**src/rtl/owl_pkg.sv**
```systemverilog
// Shared types and helpers for the 1-Wire slave bit transceiver.
// Assumes the clock is a whole number of MHz.
package owl_pkg;

    // Slot controller states.
    typedef enum logic [2:0] {
        ST_IDLE,
        ST_SLOT,
        ST_WAIT_HI,
        ST_RST_LOW,
        ST_PRES_GAP,
        ST_PRES_LOW
    } slot_st_e;

    // Converts microseconds to clock cycles.
    function automatic int us_to_cyc(input int hz, input int us);
        return (hz / 1_000_000) * us;
    endfunction

endpackage

```
**src/rtl/owl_line_sync.sv**
```systemverilog
// Two-flop synchronizer for the data line, plus a falling-edge detector.
// Assumes the line idles high; every stage resets to 1 so no edge is seen at start-up.
module owl_line_sync (
    input  logic clk,
    input  logic rst_n,
    input  logic line_in,
    output logic lvl,
    output logic fell
);
    logic s1, s2, s3;

    // Moves the line through two metastability flops and one history flop.
    always_ff @(posedge clk) begin
        if (!rst_n) begin
            s1 <= 1'b1;
            s2 <= 1'b1;
            s3 <= 1'b1;
        end else begin
            s1 <= line_in;
            s2 <= s1;
            s3 <= s2;
        end
    end

    assign lvl  = s2;
    assign fell = s3 & ~s2;
endmodule

```
**src/rtl/owl_reset_det.sv**
```systemverilog
// Measures each low period of the synchronized line and recognises reset pulses
// against the threshold of the current speed grade. Also keeps the overdrive flag,
// which a reset of regular length clears.
// Assumes od_req arrives only while the line is high.
module owl_reset_det #(
    parameter int RST_REG_C = 960,
    parameter int RST_OD_C  = 96,
    parameter int CW        = 10
) (
    input  logic clk,
    input  logic rst_n,
    input  logic lvl,
    input  logic od_req,
    output logic rst_hit,
    output logic rst_evt,
    output logic od_mode
);
    localparam int LO_MAX = RST_REG_C + 1;

    logic [CW-1:0] lo_cnt;
    logic [CW-1:0] thr_m1;
    logic          od_clr;

    assign thr_m1  = od_mode ? CW'(RST_OD_C - 1) : CW'(RST_REG_C - 1);
    assign rst_hit = !lvl && (lo_cnt == thr_m1);
    assign od_clr  = !lvl && (lo_cnt == CW'(RST_REG_C - 1));

    // Counts low cycles, clears on high, and saturates just above the regular threshold.
    always_ff @(posedge clk) begin
        if (!rst_n)                      lo_cnt <= '0;
        else if (lvl)                    lo_cnt <= '0;
        else if (lo_cnt != CW'(LO_MAX))  lo_cnt <= lo_cnt + 1'b1;
    end

    // Overdrive flag: a long reset clears it and takes priority over a request.
    always_ff @(posedge clk) begin
        if (!rst_n)      od_mode <= 1'b0;
        else if (od_clr) od_mode <= 1'b0;
        else if (od_req) od_mode <= 1'b1;
    end

    // Registers the one-cycle reset event for the upper layer.
    always_ff @(posedge clk) begin
        if (!rst_n) rst_evt <= 1'b0;
        else        rst_evt <= rst_hit;
    end

    a_r1_evt_single: assert property (@(posedge clk) disable iff (!rst_n)
        rst_evt |=> !rst_evt);

    a_r7_od_dropped: assert property (@(posedge clk) disable iff (!rst_n)
        $past(od_clr) |-> !od_mode);

    a_r6_od_entered: assert property (@(posedge clk) disable iff (!rst_n)
        $past(od_req && !od_clr) |-> od_mode);
endmodule

```
**src/rtl/owl_slot_ctrl.sv**
```systemverilog
// Slot and presence sequencer. Starts a slot timer on each synchronized falling
// edge, samples write slots, holds the line for read-0 slots, and drives the
// presence pulse after a reset.
// Assumes tx_en and tx_bit are steady when a slot begins. rst_hit overrides every state.
module owl_slot_ctrl
    import owl_pkg::*;
#(
    parameter int SMP_REG_C = 60,
    parameter int SMP_OD_C  = 6,
    parameter int RDV_REG_C = 30,
    parameter int RDV_OD_C  = 4,
    parameter int GAP_REG_C = 60,
    parameter int GAP_OD_C  = 6,
    parameter int PL_REG_C  = 240,
    parameter int PL_OD_C   = 24,
    parameter int TW        = 10
) (
    input  logic clk,
    input  logic rst_n,
    input  logic lvl,
    input  logic fell,
    input  logic rst_hit,
    input  logic od_mode,
    input  logic tx_en,
    input  logic tx_bit,
    output logic line_pull,
    output logic tx_taken,
    output logic rx_valid,
    output logic rx_bit
);
    slot_st_e      st;
    logic [TW-1:0] tmr;
    logic          rd;
    logic          rd_one;
    logic [TW-1:0] smp_end, rdv_end, gap_end, pl_end;
    logic [TW-1:0] pull_run;

    assign smp_end = od_mode ? TW'(SMP_OD_C - 1) : TW'(SMP_REG_C - 1);
    assign rdv_end = od_mode ? TW'(RDV_OD_C - 1) : TW'(RDV_REG_C - 1);
    assign gap_end = od_mode ? TW'(GAP_OD_C - 1) : TW'(GAP_REG_C - 1);
    assign pl_end  = od_mode ? TW'(PL_OD_C - 1)  : TW'(PL_REG_C - 1);

    // State machine: slot timing, presence pulse, and upper-layer strobes.
    always_ff @(posedge clk) begin
        if (!rst_n) begin
            st        <= ST_IDLE;
            tmr       <= '0;
            rd        <= 1'b0;
            rd_one    <= 1'b0;
            line_pull <= 1'b0;
            tx_taken  <= 1'b0;
            rx_valid  <= 1'b0;
            rx_bit    <= 1'b0;
        end else begin
            tx_taken <= 1'b0;
            rx_valid <= 1'b0;
            if (rst_hit) begin
                st        <= ST_RST_LOW;
                line_pull <= 1'b0;
            end else begin
                case (st)
                    ST_IDLE: begin
                        if (fell) begin
                            st        <= ST_SLOT;
                            tmr       <= '0;
                            rd        <= tx_en;
                            rd_one    <= tx_bit;
                            tx_taken  <= tx_en;
                            line_pull <= tx_en & ~tx_bit;
                        end
                    end
                    ST_SLOT: begin
                        if (rd) begin
                            if (tmr == rdv_end) begin
                                line_pull <= 1'b0;
                                st        <= ST_WAIT_HI;
                            end else begin
                                tmr <= tmr + 1'b1;
                            end
                        end else if (tmr == smp_end) begin
                            rx_valid <= 1'b1;
                            rx_bit   <= lvl;
                            st       <= ST_WAIT_HI;
                        end else begin
                            tmr <= tmr + 1'b1;
                        end
                    end
                    ST_WAIT_HI: begin
                        if (lvl) st <= ST_IDLE;
                    end
                    ST_RST_LOW: begin
                        if (lvl) begin
                            st  <= ST_PRES_GAP;
                            tmr <= '0;
                        end
                    end
                    ST_PRES_GAP: begin
                        if (tmr == gap_end) begin
                            st        <= ST_PRES_LOW;
                            tmr       <= '0;
                            line_pull <= 1'b1;
                        end else begin
                            tmr <= tmr + 1'b1;
                        end
                    end
                    ST_PRES_LOW: begin
                        if (tmr == pl_end) begin
                            line_pull <= 1'b0;
                            st        <= ST_WAIT_HI;
                        end else begin
                            tmr <= tmr + 1'b1;
                        end
                    end
                    default: st <= ST_IDLE;
                endcase
            end
        end
    end

    // Checker counter: length of the current run of pull-low cycles.
    always_ff @(posedge clk) begin
        if (!rst_n)                           pull_run <= '0;
        else if (!line_pull)                  pull_run <= '0;
        else if (pull_run != TW'(PL_REG_C+1)) pull_run <= pull_run + 1'b1;
    end

    a_r2_pull_bounded: assert property (@(posedge clk) disable iff (!rst_n)
        pull_run <= TW'(PL_REG_C));

    a_r2_gap_released: assert property (@(posedge clk) disable iff (!rst_n)
        (st == ST_PRES_GAP) |-> !line_pull);

    a_r3_write_no_pull: assert property (@(posedge clk) disable iff (!rst_n)
        rx_valid |-> !line_pull);

    a_r5_one_no_pull: assert property (@(posedge clk) disable iff (!rst_n)
        (st == ST_SLOT && rd && rd_one) |-> !line_pull);
endmodule

```
**src/rtl/owl_bit_xcvr.sv**
```systemverilog
// Top of the 1-Wire slave bit transceiver. Converts microsecond timing into
// cycle counts and connects the synchronizer, reset detector and slot sequencer.
// Assumes CLK_HZ is a whole number of MHz and line_pull drives an open-drain pad.
module owl_bit_xcvr
    import owl_pkg::*;
#(
    parameter int CLK_HZ      = 100_000_000,
    parameter int RST_REG_US  = 480,
    parameter int RST_OD_US   = 48,
    parameter int SMP_REG_US  = 30,
    parameter int SMP_OD_US   = 3,
    parameter int RDV_REG_US  = 15,
    parameter int RDV_OD_US   = 2,
    parameter int GAP_REG_US  = 30,
    parameter int GAP_OD_US   = 3,
    parameter int PRES_REG_US = 120,
    parameter int PRES_OD_US  = 12
) (
    input  logic clk,
    input  logic rst_n,
    input  logic line_in,
    output logic line_pull,
    input  logic od_req,
    output logic od_mode,
    input  logic tx_en,
    input  logic tx_bit,
    output logic tx_taken,
    output logic rx_valid,
    output logic rx_bit,
    output logic rst_evt
);
    localparam int RST_REG_C = us_to_cyc(CLK_HZ, RST_REG_US);
    localparam int RST_OD_C  = us_to_cyc(CLK_HZ, RST_OD_US);
    localparam int SMP_REG_C = us_to_cyc(CLK_HZ, SMP_REG_US);
    localparam int SMP_OD_C  = us_to_cyc(CLK_HZ, SMP_OD_US);
    localparam int RDV_REG_C = us_to_cyc(CLK_HZ, RDV_REG_US);
    localparam int RDV_OD_C  = us_to_cyc(CLK_HZ, RDV_OD_US);
    localparam int GAP_REG_C = us_to_cyc(CLK_HZ, GAP_REG_US);
    localparam int GAP_OD_C  = us_to_cyc(CLK_HZ, GAP_OD_US);
    localparam int PL_REG_C  = us_to_cyc(CLK_HZ, PRES_REG_US);
    localparam int PL_OD_C   = us_to_cyc(CLK_HZ, PRES_OD_US);
    localparam int CW        = $clog2(RST_REG_C + 2);

    logic lvl, fell, rst_hit;

    owl_line_sync u_sync (
        .clk     (clk),
        .rst_n   (rst_n),
        .line_in (line_in),
        .lvl     (lvl),
        .fell    (fell)
    );

    owl_reset_det #(
        .RST_REG_C (RST_REG_C),
        .RST_OD_C  (RST_OD_C),
        .CW        (CW)
    ) u_rdet (
        .clk     (clk),
        .rst_n   (rst_n),
        .lvl     (lvl),
        .od_req  (od_req),
        .rst_hit (rst_hit),
        .rst_evt (rst_evt),
        .od_mode (od_mode)
    );

    owl_slot_ctrl #(
        .SMP_REG_C (SMP_REG_C),
        .SMP_OD_C  (SMP_OD_C),
        .RDV_REG_C (RDV_REG_C),
        .RDV_OD_C  (RDV_OD_C),
        .GAP_REG_C (GAP_REG_C),
        .GAP_OD_C  (GAP_OD_C),
        .PL_REG_C  (PL_REG_C),
        .PL_OD_C   (PL_OD_C),
        .TW        (CW)
    ) u_slot (
        .clk       (clk),
        .rst_n     (rst_n),
        .lvl       (lvl),
        .fell      (fell),
        .rst_hit   (rst_hit),
        .od_mode   (od_mode),
        .tx_en     (tx_en),
        .tx_bit    (tx_bit),
        .line_pull (line_pull),
        .tx_taken  (tx_taken),
        .rx_valid  (rx_valid),
        .rx_bit    (rx_bit)
    );
endmodule

```
**config.mk**
```make
export PLATFORM = sky130hd
export DESIGN_NAME = owl_bit_xcvr
export DESIGN_NICKNAME = d
export VERILOG_FILES = /design/src/rtl/owl_pkg.sv /design/src/rtl/owl_line_sync.sv /design/src/rtl/owl_reset_det.sv /design/src/rtl/owl_slot_ctrl.sv /design/src/rtl/owl_bit_xcvr.sv
export SDC_FILE = /design/constraint.sdc
export NUM_CORES = 1
export LEC_CHECK = 0
export ABC_CLOCK_PERIOD_IN_PS = 6400
export BUFFER_PORTS_ARGS = -buffer_cell sky130_fd_sc_hd__buf_2
export CORE_MARGIN = 5
export CORE_UTILIZATION = 40
export CTS_BUF_LIST = sky130_fd_sc_hd__clkbuf_2
export CTS_CLUSTER_DIAMETER = 100
export DETAILED_ROUTE_END_ITERATION = 10
export PLACE_DENSITY = 0.65
export SLEW_MARGIN = 20
export SYNTH_ARGS = -nofsm -noshare
export SYNTH_HDL_FRONTEND = slang
export SYNTH_SLANG_ARGS = --single-unit
```
**constraint.sdc**
```tcl
create_clock -name clk -period 6.4 [get_ports clk]
set_input_delay 0.32 -clock clk [delete_from_list [all_inputs] [get_ports clk]]
set_output_delay 0.32 -clock clk [all_outputs]
set_load 0.005 [all_outputs]
```
---- After elaboration in Yosys (flattened, before gate mapping) ----
Index checks and enable logic that the tools add are counted.
Widths: inputs -> output; s select.
storage, ports and cells
  flip-flop bits (word level) ............. 45
  latch bits .............................. 0
  RAM bits ................................ 0
  memory bits (read-only) ................. 0
  memories kept ........................... 0
cells by class
  $add $sub $neg .......................... 2
  multiply operators ...................... 0
  div/mod/pow operators ................... 0
  magnitude comparators ................... 0
  eq/ne operators ......................... 30
  shift operators ......................... 0
  mux-type cells .......................... 29
  bitwise logic cells ..................... 10
  reduce and logical (&&, ||, !) cells .... 17
operators by type and width
  operator               number
  $mux 16                8
  $pmux 16 s5            1
  $eq 16x16->1           4
  $add 16x1->16 const B  2
  $mux 3                 8
  $reduce_and 7->1       3
  $pmux 3 s6             1
  $eq 16x16->1 const B   1
  $ne 16x16->1 const B   1
  $ne 3x3->1 const B     5
  $mux 14                1
  $mux 12                1
  $mux 11                1
  $ne 3x2->1 const B     3
  $ne 2x1->1 const B     4
  $ne 2x2->1 const B     4
  $not 1->1              8
  $reduce_or 4->1        2
  $eq 3x2->1 const B     2
  $eq 3x3->1 const B     2
  $mux 1                 6
  $reduce_and 6->1       1
  $reduce_or 2->1        3
  $reduce_bool 5->1      1
  13 further kinds       15

---- Depth between registers and ports, before layout ----
Gate-level depths: netlist of the first run.
  word-level depth ........................ 6
  gate-level depth with buffers ........... 8
  gate-level depth less buffers ........... 7

---- Cells and area by module ----
A second synthesis of the first run with hierarchy kept.
unflattened totals
  cell total of the unflattened synthesis .. 309
  area, all modules ....................... 2785.2 um2
by module, submodules not included
  module         times used  cells an instance  area an instance (um2)  sequential area each (um2)
  owl_slot_ctrl  1           196                1730.4                  480.5
  owl_reset_det  1           106                969.7                   360.3
  owl_line_sync  1           7                  85.1                    60.1

---- Worst setup path before layout of the first run ----
Ideal clock, no wire load.
  kind .................................... register to register
  from .................................... reg u_slot.tmr[0]
  to ...................................... reg u_slot.tmr[14]
  data arrival time ....................... 2.557 ns
  data required time ...................... 6.273 ns
  setup slack ............................. 3.715 ns
  stages on the path, launching flop included .. 9
  path buffers ............................ 1
  clock period less this slack ............ 2.685 ns
  cells stage by stage .................... dfxtp_1 -> ha_1 -> or4b_4 -> or4_4 -> or4_4 -> o21a_2 -> nand3_4 -> buf_6 -> o32ai_1
between the ends
  longest elaborated chain between the ends .. 4
  elaborated cells between the ends (all ways) .. 14
RTL lines
  element                            line                                      text
  start: declaration                 owl_slot_ctrl.sv:32                       logic [TW-1:0] tmr;
  start signal: assignment           owl_slot_ctrl.sv:78                       tmr <= tmr + 1'b1;
  start signal: assignment           owl_slot_ctrl.sv:85                       tmr <= tmr + 1'b1;
  start signal: assignment           owl_slot_ctrl.sv:103                      tmr <= tmr + 1'b1;
  $add 16x1->16                      n/a
  $mux 16, on equally long branches  owl_slot_ctrl.sv:80, owl_slot_ctrl.sv:74
  $mux 16                            owl_slot_ctrl.sv:73                       if (rd) begin
  $pmux 16 s5                        owl_slot_ctrl.sv:61                       case (st)
Parallel ways exist; a longest one is shown, timed or not. The select of a mux whose other input is x is not followed.
A chain may end at the register's enable or synchronous reset.

---- Worst setup path after layout of the first run ----
  from .................................... reg u_slot.tmr[0]
  to ...................................... reg u_slot.tmr[3]
Same word-level chain as after synthesis.

==> results of run 1 <==
-- metrics by stage --
stage | power [mW] | setup slack [ns] | cell area (µm²)
finish | 0.4613 | 3.449 | 2695
global route | 0.4832 | 3.293 | 2695
CTS | 0.4668 | 3.465 | 2688
detailed placement | 0.3257 | 3.535 | 2636
global placement | 0.3256 | 3.596 | 2636
floorplan | 0.3178 | 3.715 | 2591
-- sequential cells by signal, summed over array words and instances, names as in the netlist --
name              count
u_rdet.lo_cnt        16
u_slot.tmr           16
u_slot.st             3
u_rdet.od_mode        1
u_rdet.rst_evt        1
u_slot.line_pull      1
u_slot.rd             1
u_slot.rx_bit         1
u_slot.rx_valid       1
u_slot.tx_taken       1
u_sync.lvl            1
u_sync.s1             1
u_sync.s3             1
-- kinds of logic after synthesis --
logic type / Yosys count / synth area share (%)
DFF: 45 / 34.77
xor gates and xnor gates: 16 / 5.408
muxes: 3 / 1.255
buffers and inverters: 26 / 5.263
and+or+nand+nor: 149 / 31.43
adders and majority gates: 3 / 1.449
AOI/OAI and AO/OA: 69 / 20.43
-- how the worst min path moves through the flow --
stage / slack, ns / cells after the start / startpoint / end
final: 0.05 / 2 / line_in / u_sync.s1
after floorplan: 0.39 / 1 / u_sync.s1 / u_sync.lvl
after global routing: 0.02 / 2 / line_in / u_sync.s1
after detailed placement: 0.39 / 1 / u_sync.s1 / u_sync.lvl
after CTS: 0.02 / 2 / line_in / u_sync.s1
after global placement: 0.39 / 1 / u_sync.s1 / u_sync.lvl
-- final cells by class --
class / instances / share of cell area, %
Clock buffer: 5 / 0.9285
Clock inverter: 3 / 0.9749
Inverter: 8 / 1.114
Multi-Input combinational cell: 240 / 57.66
Sequential cell: 45 / 33.43
Tap cell: 77 / 3.575
Timing Repair Buffer: 12 / 2.321
-- power by group --
| part | internal [mW] | leakage (nW) | switching (mW) | total (mW) |
|---|---|---|---|---|
| sequential | 0.284 | 0.364 | 0.00469 | 0.289 |
| combinational | 0.0126 | 0.482 | 0.0204 | 0.0330 |
| clock | 0.0317 | 0.0344 | 0.108 | 0.140 |
-- cells in the final DEF, fill, tap and decap left out, types with 6 or more instances in the layout --
cell,n
nor2_1,35
xor2_1,9
o41ai_1,7
a211oi_1,8
nand2_1,28
xnor2_1,7
nand4_1,10
nand3_1,17
buf_2,11
nand2b_1,10
nor3_1,6
a21oi_1,9
nor2b_1,8
dfxtp_1,45
o21ai_0,6
inv_1,8
-- critical path, stage by stage (launching register included) --
cell	delay, ns
dfxtp_1	0.47
ha_1	0.23
or4b_4	0.50
or4_4	0.55
o21ai_2	0.37
nand2_2	0.27
a211oi_1	0.35
o22ai_2	0.13
-- routing by layer --
layer	track usage, %	vias up
met3	3.000	7
met4	5.211	0
met1	20.19	1057
met5	0	-
met2	22.94	49
li1	-	1162
==> flow_summary.json, run 1 <==
{
  "cts_setup_buffers": 0,
  "routed.top_layer": "met4",
  "synth_top_area_share_pct": 34.77,
  "rsz0062_at_grt": "false",
  "wirelength_um": 5904,
  "hold_viol": 0,
  "cts_made_buffers": 5,
  "coreArea_um2": 6314,
  "post_drt_wl_per_cell_um": 15.14,
  "critPathKind": "register to register",
  "clock.fmax_mhz": 338.9,
  "crit_start": "u_slot.tmr[0]",
  "syn_area_um2": 2591,
  "yosysSeqAreaShare_pct": 34.77,
  "first_pass_iters": 4,
  "synth_edf_count": 0,
  "reg2regPathDepth": 7,
  "clock_latency_ns": 0.46,
  "timing.rr.end": "u_slot.tmr[3]",
  "ant_nets": 0,
  "yosys.area.top_type": "dfxtp_1",
  "r2r_start": "u_slot.tmr[0]",
  "setup_viol": 0,
  "gr-usage-all-layers_pct": 14.78,
  "cts_buffer_depth": 2,
  "netlist_instances": 311,
  "final_core_util_pct": 42.69,
  "synth_ff_type": "dfxtp_1",
  "fin_crit_ns": 2.951,
  "arrival_ns": 3.31,
  "powerDensity_nw_per_um2": 171.2,
  "setup_tns_ns": 0,
  "gp_congestion": 0.8633,
  "drive_gt1_share_pct": 12.14,
  "grt_start_max_net_pins": 26,
  "fin_cells": 390,
  "cts-hold-fix-buffers": 0,
  "hp-class": "input pin to register",
  "multi_input_area_um2": 1554,
  "finalNetCount": 321,
  "ff2ff_setup_slack_ns": 3.45,
  "area_delta_synth_final_pct": 4.008,
  "cp-end-kind": "register",
  "met3_length_um": 251,
  "root_buffer": "clkbuf_2",
  "n_antenna_cell": 0,
  "synth.distinct_cells": 65,
  "drv_slew": 0,
  "drtIter0Drc": 106,
  "initial_core_util_pct": 41.04,
  "fp-row-count": 29,
  "synthMostInstantiatedCell": "dfxtp_1",
  "dieArea_um2": 8188,
  "cp_data_required_time_ns": 6.76,
  "antenna_found_initial": 0,
  "clkTransAtPathRegs_ns": 0.25,
  "synth_warnings": 0,
  "outcome": "complete, no violations",
  "synth-seq-cells": 45,
  "h-tree-depth": 2,
  "io_pins": 12,
  "leakagePower_nw": 0.8797,
  "syn_avg_cell_area_um2": 8.332,
  "cts.sinks": 45,
  "register_area_um2": 900.9,
  "cts_tree": "built",
  "ir_drop_v": 0.00008275,
  "met2WireLength_um": 2773,
  "drc": 0,
  "finClkSkew_ns": 0.02569,
  "grt_overflow": 0,
  "cts_resized": 0,
  "fillers": 652,
  "tightest_slew_ns": 0.7384,
  "crit_end": "u_slot.tmr[3]",
  "grt_first_pass_wirelength_um": 10280,
  "die_w_um": 90.49,
  "synth_area_leaders": "dfxtp_1 35%, nor2_1 5.1%, nand2_1 4.1%",
  "met1_length_um": 2802,
  "start_kind": "register",
  "synth_nets": 320,
  "synthTopCellsByCount": "45 x dfxtp_1, 35 x nor2_1, 28 x nand2_1, 17 x nand3_1, 11 x clkbuf_1",
  "grt_pass1_vias": 2053,
  "die_y_um": 90.49,
  "port_buffers": 11,
  "post-route-period-util_pct": 46.11,
  "relSlewSlack_pct": 50.25,
  "vias_per_cell": 5.833,
  "whs_ns": 0.04510,
  "async_reset_ff_share_pct": 0,
  "drv_cap": 0,
  "place_hpwl_um": 4142,
  "crit_path_max_fanout": 10,
  "vias": 2275,
  "dp.cells": 381
}
Note: power is estimated with default switching activity, not from simulation.
==> run 2: changes to the inputs <==
Settings changed: ABC_CLOCK_PERIOD_IN_PS 6400 to 2490, PLACE_DENSITY 0.65 to 0.67.
Clock period 6.4 ns to 2.49 ns, I/O delays scaled along.
==> run 2 against run 1 <==
Compared with the run above:
- the flow now finishes with violations (negative setup slack)
- final area grew 12%
- highest routed layer unchanged
- via count grew 5.6%
- worst hold slack gained 0.041 ns
==> flow_summary.json, run 2 (synthesis results as in run 1) <==
{
  "outcome": "complete, but fails checks",
  "violations": "negative setup slack",
  "critPathKind": "register to register",
  "wirelength_um": 6531,
  "cp_slowest_cell": "or4_4",
  "drtIter0Drc": 169,
  "die_y_um": 90.49,
  "cts_tree": "built",
  "fp-row-count": 29,
  "area_delta_synth_final_pct": 16.18,
  "setup_viol": 16,
  "post_drt_wl_per_cell_um": 15.74,
  "cp_data_required_time_ns": 2.82,
  "port_buffers": 11,
  "hold-path-endpoint": "u_sync.lvl",
  "root_buffer": "clkbuf_2",
  "ir_drop_v": 0.0002773,
  "die_w_um": 90.49,
  "coreArea_um2": 6314,
  "register_area_um2": 904.6,
  "gr-usage-all-layers_pct": 16.32,
  "grt_start_max_net_pins": 26,
  "clock.fmax_mhz": 390.8,
  "cp-end-kind": "register",
  "dp.cells": 402,
  "relSlewSlack_pct": 54.48,
  "ant_nets": 0,
  "dieArea_um2": 8188,
  "grt_first_pass_wirelength_um": 11110,
  "powerDensity_nw_per_um2": 421.9,
  "cts_setup_buffers": 0,
  "arrival_ns": 2.89,
  "fin_crit_ns": 2.559,
  "multi_input_area_um2": 1670,
  "post-route-period-util_pct": 102.8,
  "fin_total_pwr_mw": 1.270,
  "fillers": 617,
  "reg.largest.list": "u_rdet.lo_cnt (16), u_slot.tmr (16), u_slot.st (3)",
  "place_hpwl_um": 4411,
  "rsz0062_at_grt": "true",
  "finalNetCount": 346,
  "r2r_start": "u_slot.tmr[1]",
  "drv_cap": 0,
  "h-tree-depth": 2,
  "clkTransAtPathRegs_ns": 0.25,
  "critPathMaxStageDelay_ns": 0.52,
  "reg2regPathDepth": 7,
  "hold_viol": 0,
  "cts_made_buffers": 5,
  "io_pins": 12,
  "n_antenna_cell": 0,
  "cts_buffer_depth": 2,
  "drc": 0,
  "drv_slew": 0,
  "leakagePower_nw": 1.007,
  "min_path_cells": 2,
  "whs_ns": 0.08628,
  "crit_path_max_fanout": 7,
  "tightest_slew_ns": 0.6828,
  "initial_core_util_pct": 41.04,
  "start_kind": "register",
  "setup_ws_ns": -0.06903,
  "min_from": "rst_n",
  "fin_cells": 415,
  "drive_gt1_share_pct": 22.19,
  "hp-class": "input pin to register",
  "grt_overflow": 0,
  "cp_cell_sequence": "ha_4 -> or4b_4 -> or4_4 -> or4_4 -> o21a_4 -> nand3_4 -> o32ai_2",
  "final_common_cell": "dfxtp_1",
  "final_core_util_pct": 47.68,
  "cts.sinks": 45,
  "vias": 2402,
  "gp_congestion": 0.8362,
  "clock_latency_ns": 0.44,
  "path_common_cell": "or4_4",
  "antenna_found_initial": 0,
  "first_pass_iters": 4,
  "timing.rr.end": "u_slot.tmr[5]",
  "mostFrequentLayoutCells": "42 x dfxtp_1, 35 x nor2_1, 27 x nand2_1, 21 x buf_4, 17 x nand3_1",
  "ff2ff_setup_slack_ns": -0.07,
  "grt_pass1_vias": 2288,
  "finClkSkew_ns": 0.02407,
  "vias_per_cell": 5.788
}
## run 2: power by group
part	internal [mW]	switching, mW
logic	0.0436	0.0655
clock network	0.166	0.257
registers	0.730	0.00875
## run 2: worst max-delay path by stage
stage	from	endpoint	slack (ns)	depth (start not counted)
2_1_floorplan	u_slot.tmr[0]	u_slot.tmr[14]	0.003	8
3_3_place_gp	u_slot.tmr[1]	u_slot.tmr[2]	0.01	7
3_5_place_dp	u_slot.tmr[1]	u_slot.tmr[12]	-0.04	7
4_1_cts	u_slot.tmr[1]	u_slot.tmr[3]	-0.04	7
5_1_grt	u_slot.tmr[1]	u_slot.tmr[7]	-0.15	7
6_report	u_slot.tmr[1]	u_slot.tmr[5]	-0.07	7
## run 2: what timing repair did
action,CTS,global route
endpoints found under the setup margin,16,19
pin swaps,3,6
hold buffers,3,0
hold endpoints to repair,4,0
resized for setup,6,11
gates cloned,2,0
## run 2: through the flow
stage,cell area [µm²],worst slack [ns],setup TNS [ns]
after detailed placement,2815,-0.04185,-0.1570
final,3010,-0.06903,-0.6958
after floorplan,2613,0.002988,0
after global routing,3010,-0.1481,-1.827
after CTS,2960,-0.03970,-0.4322
after global placement,2815,0.01074,0
## run 2: critical path: cells and delay by family (launching register included)
kind	cells	cell delay (ns)
AOI/OAI and AO/OA	2	0.29
adders and majority gates	1	0.13
DFF	1	0.41
and+or+nand+nor	4	1.62
## run 2: layer usage
metal	track usage (%)	vias to the layer above	share of wire [%]
met1	22.30	1144	48
met3	4.417	7	3.9
met5	0	-	0
met4	5.459	0	0.93
met2	24.70	48	47
li1	-	1203	-
## run 2: cell type report
cell class                      count  share of cell area [%]
Clock buffer                        5                  0.8313
Multi-Input combinational cell    242                   55.49
Clock inverter                      3                   1.372
Sequential cell                    45                   30.05
Timing Repair Buffer               35                   8.063
Tap cell                           77                   3.200
Inverter                            8                  0.9975
==> run 3: changes to the inputs <==
Settings changed: ABC_AREA set to 1.
==> run 3 against run 2 <==
Compared with the run above:
- the run now ends clean
- final cell count rose by 44%
- sequential share of layout area decreased by 2.1 points
- sequential cell count did not move
- first-iteration DRC count down 7.1%
- global-route usage is 1.1 points lower
- setup slack gained 0.54 ns
- non-clock buffer count shrank 18
- clock power up 23%
- combinational power rose to 10 times the previous value
- final area increased by 7.2%
- register-to-register slack better by 0.54 ns
- critical path type unchanged
- critical endpoint is now u_slot.tmr[11]
- highest routed layer unchanged
==> flow_summary.json, run 3 <==
{
  "syn_area_um2": 3024,
  "synth-simple-area-share_pct": 42.53,
  "critPathKind": "register to register",
  "synth_area_leaders": "dfxtp_1 30%, nand2_1 15%, nor2_1 8.9%",
  "outcome": "complete, no violations",
  "grt_overflow": 0,
  "post-route-period-util_pct": 81.04,
  "met2_usage_pct": 27.07,
  "cp-end-kind": "register",
  "leakagePower_nw": 1.403,
  "cts_made_buffers": 5,
  "rsz0062_at_grt": "false",
  "cp_cell_sequence": "ha_1 -> nand3_1 -> nor2_1 -> nand2_1 -> nor2_4 -> nand4_4 -> nand3_4 -> nand2_1 -> nand2_1 -> nor2_1",
  "relSlewSlack_pct": 59.43,
  "vias": 2971,
  "use_met1_pct": 18.58,
  "synth_nets": 498,
  "post_drt_wl_per_cell_um": 11.78,
  "drc": 0,
  "grt_start_max_net_pins": 21,
  "synth_edf_count": 0,
  "gp_congestion": 0.8557,
  "syn_avg_cell_area_um2": 6.184,
  "tightest_slew_ns": 0.6039,
  "wirelength_um": 7034,
  "synth-seq-cells": 45,
  "synth_fa_ha_area_share_pct": 1.241,
  "path_common_cell": "nand2_1",
  "netlist_instances": 489,
  "async_reset_ff_share_pct": 0,
  "drtIter0Drc": 157,
  "setup_tns_ns": 0,
  "setup_ws_ns": 0.4721,
  "root_buffer": "clkbuf_2",
  "finClkSkew_ns": 0.02752,
  "yosysSeqAreaShare_pct": 29.79,
  "cts_setup_buffers": 0,
  "busiest_layer": "met2",
  "cts_buffer_depth": 2,
  "fp-row-count": 31,
  "synth_xor_area_share_pct": 2.317,
  "clock_latency_ns": 0.43,
  "hp-class": "input pin to register",
  "fillers": 792,
  "synth_warnings": 0,
  "ant_nets": 0,
  "first_pass_iters": 5,
  "place_ws_ns": 0.3501,
  "grt_pass1_vias": 2798,
  "die_w_um": 96.95,
  "setup_viol": 0,
  "die_y_um": 96.95,
  "n_antenna_cell": 0,
  "synthMostInstantiatedCell": "nand2_1",
  "port_buffers": 11,
  "synthMuxAreaShare_pct": 0,
  "cts_tree": "built",
  "cp_data_required_time_ns": 2.82,
  "clock.fmax_mhz": 495.6,
  "reg.largest.list": "u_rdet.lo_cnt (16), u_slot.tmr (16), u_slot.st (3)",
  "cp_slowest_cell": "dfxtp_1",
  "h-tree-depth": 2,
  "vias_per_cell": 4.977,
  "io_pins": 12,
  "multi_input_area_um2": 1710,
  "hold_viol": 0,
  "clkTransAtPathRegs_ns": 0.25,
  "fin_crit_ns": 2.018,
  "antenna_found_initial": 0,
  "yosys.area.top_type": "dfxtp_1",
  "cts.sinks": 45,
  "finalNetCount": 506,
  "register_area_um2": 902.1,
  "critPathMaxStageDelay_ns": 0.42,
  "area_delta_synth_final_pct": 6.744,
  "synth_top_family_by_area": "simple AND/OR/NAND/NOR gates",
  "final_common_cell": "nand2_1",
  "initial_core_util_pct": 41.47,
  "start_kind": "register",
  "coreArea_um2": 7292,
  "powerDensity_nw_per_um2": 811.1,
  "drive_gt1_share_pct": 10.44,
  "drv_slew": 0,
  "crit_path_max_fanout": 20,
  "dieArea_um2": 9399,
  "drv_cap": 0,
  "gr-usage-all-layers_pct": 15.22,
  "met3_usage_pct": 2.734,
  "place_hpwl_um": 5377,
  "critical_path.top_delay_family": "simple AND/OR/NAND/NOR gates",
  "ir_drop_v": 0.0006319,
  "arrival_ns": 2.35,
  "synth.distinct_cells": 41,
  "synth_compound_area_share_pct": 10.47,
  "grt_first_pass_wirelength_um": 12210,
  "synth_ff_type": "dfxtp_1",
  "synth_top_area_share_pct": 29.79,
  "fin_total_pwr_mw": 2.618,
  "mostFrequentLayoutCells": "123 x nand2_1, 72 x nor2_1, 70 x inv_1, 44 x dfxtp_1, 32 x nand3_1",
  "synthTopCellsByCount": "123 x nand2_1, 72 x nor2_1, 70 x inv_1, 45 x dfxtp_1, 32 x nand3_1",
  "cp_num_buf_inv": 0
}
==> run 3: changes by cell type after synthesis, moves of 8 or more <==
cell / delta
inv_1: +62
a21oi_1: +11
nor2b_1: -8
nor2_1: +37
nand2_2: +8
nand2_1: +95
nand3_1: +15
o21ai_0: +12
clkbuf_1: -9
nand4_1: +9
nand2b_1: -10
==> run 3: worst paths after layout <==
check        depth (start not counted)             end  slack (ns)           from
max                                 10  u_slot.tmr[11]        0.47  u_slot.tmr[1]
min                                  3       u_sync.s1        0.42        line_in
max reg2reg                         10  u_slot.tmr[11]        0.47  u_slot.tmr[1]
min reg2reg                          1      u_sync.lvl        0.45      u_sync.s1
==> run 3: timing repair <==
item	CTS	global route
endpoints found under the hold margin	4	1
resized for setup	0	1
endpoints found under the setup margin	0	1
hold buffers	4	1
==> run 3: logic make-up after synthesis <==
logic type	after synthesis
compound gates	55
xor+xnor	8
fa+ha+maj	3
buf+inv	93
flops	45
simple gates	285
==> run 3: through the flow <==
| stage | util (%) | cell area [µm²] | hold slack [ns] | std cells |
|---|---|---|---|---|
| finish | 44.27 | 3228 | 0.4161 | 597 |
| global route | 44.27 | 3228 | 0.3798 | 597 |
| CTS | 44.11 | 3217 | 0.01178 | 596 |
| detailed placement | 42.33 | 3087 | 0.3137 | 584 |
| global placement | 42.33 | 3087 | 0.3125 | 584 |
| floorplan | - | 3024 | 0.2311 | 489 |
==> run 3: per-layer routing <==
layer	wire, µm	part of all wire [%]
met2	3345	48
met3	274	3.9
met5	0	0
met4	114	1.6
met1	3300	47
==> run 3: tightest hold or removal path, cell delays in order <==
cell and delay [ns]:
dlygate4sd3_1 0.53, buf_2 0.09, or2_2 0.08
==> run 3: report_power, final <==
part	internal, mW	leakage [nW]	switching (mW)
logic	0.366	0.984	0.764
clock network	0.268	0.0529	0.249
registers	0.816	0.366	0.155
==> run 3: layout make-up <==
cell class,count,area share (%)
multi-input cells,351,52.98
flip-flops and latches,45,27.95
inverters,77,8.953
well taps,99,3.837
repair buffers,17,3.488
clock inverters,3,2.016
clock buffers,5,0.7752
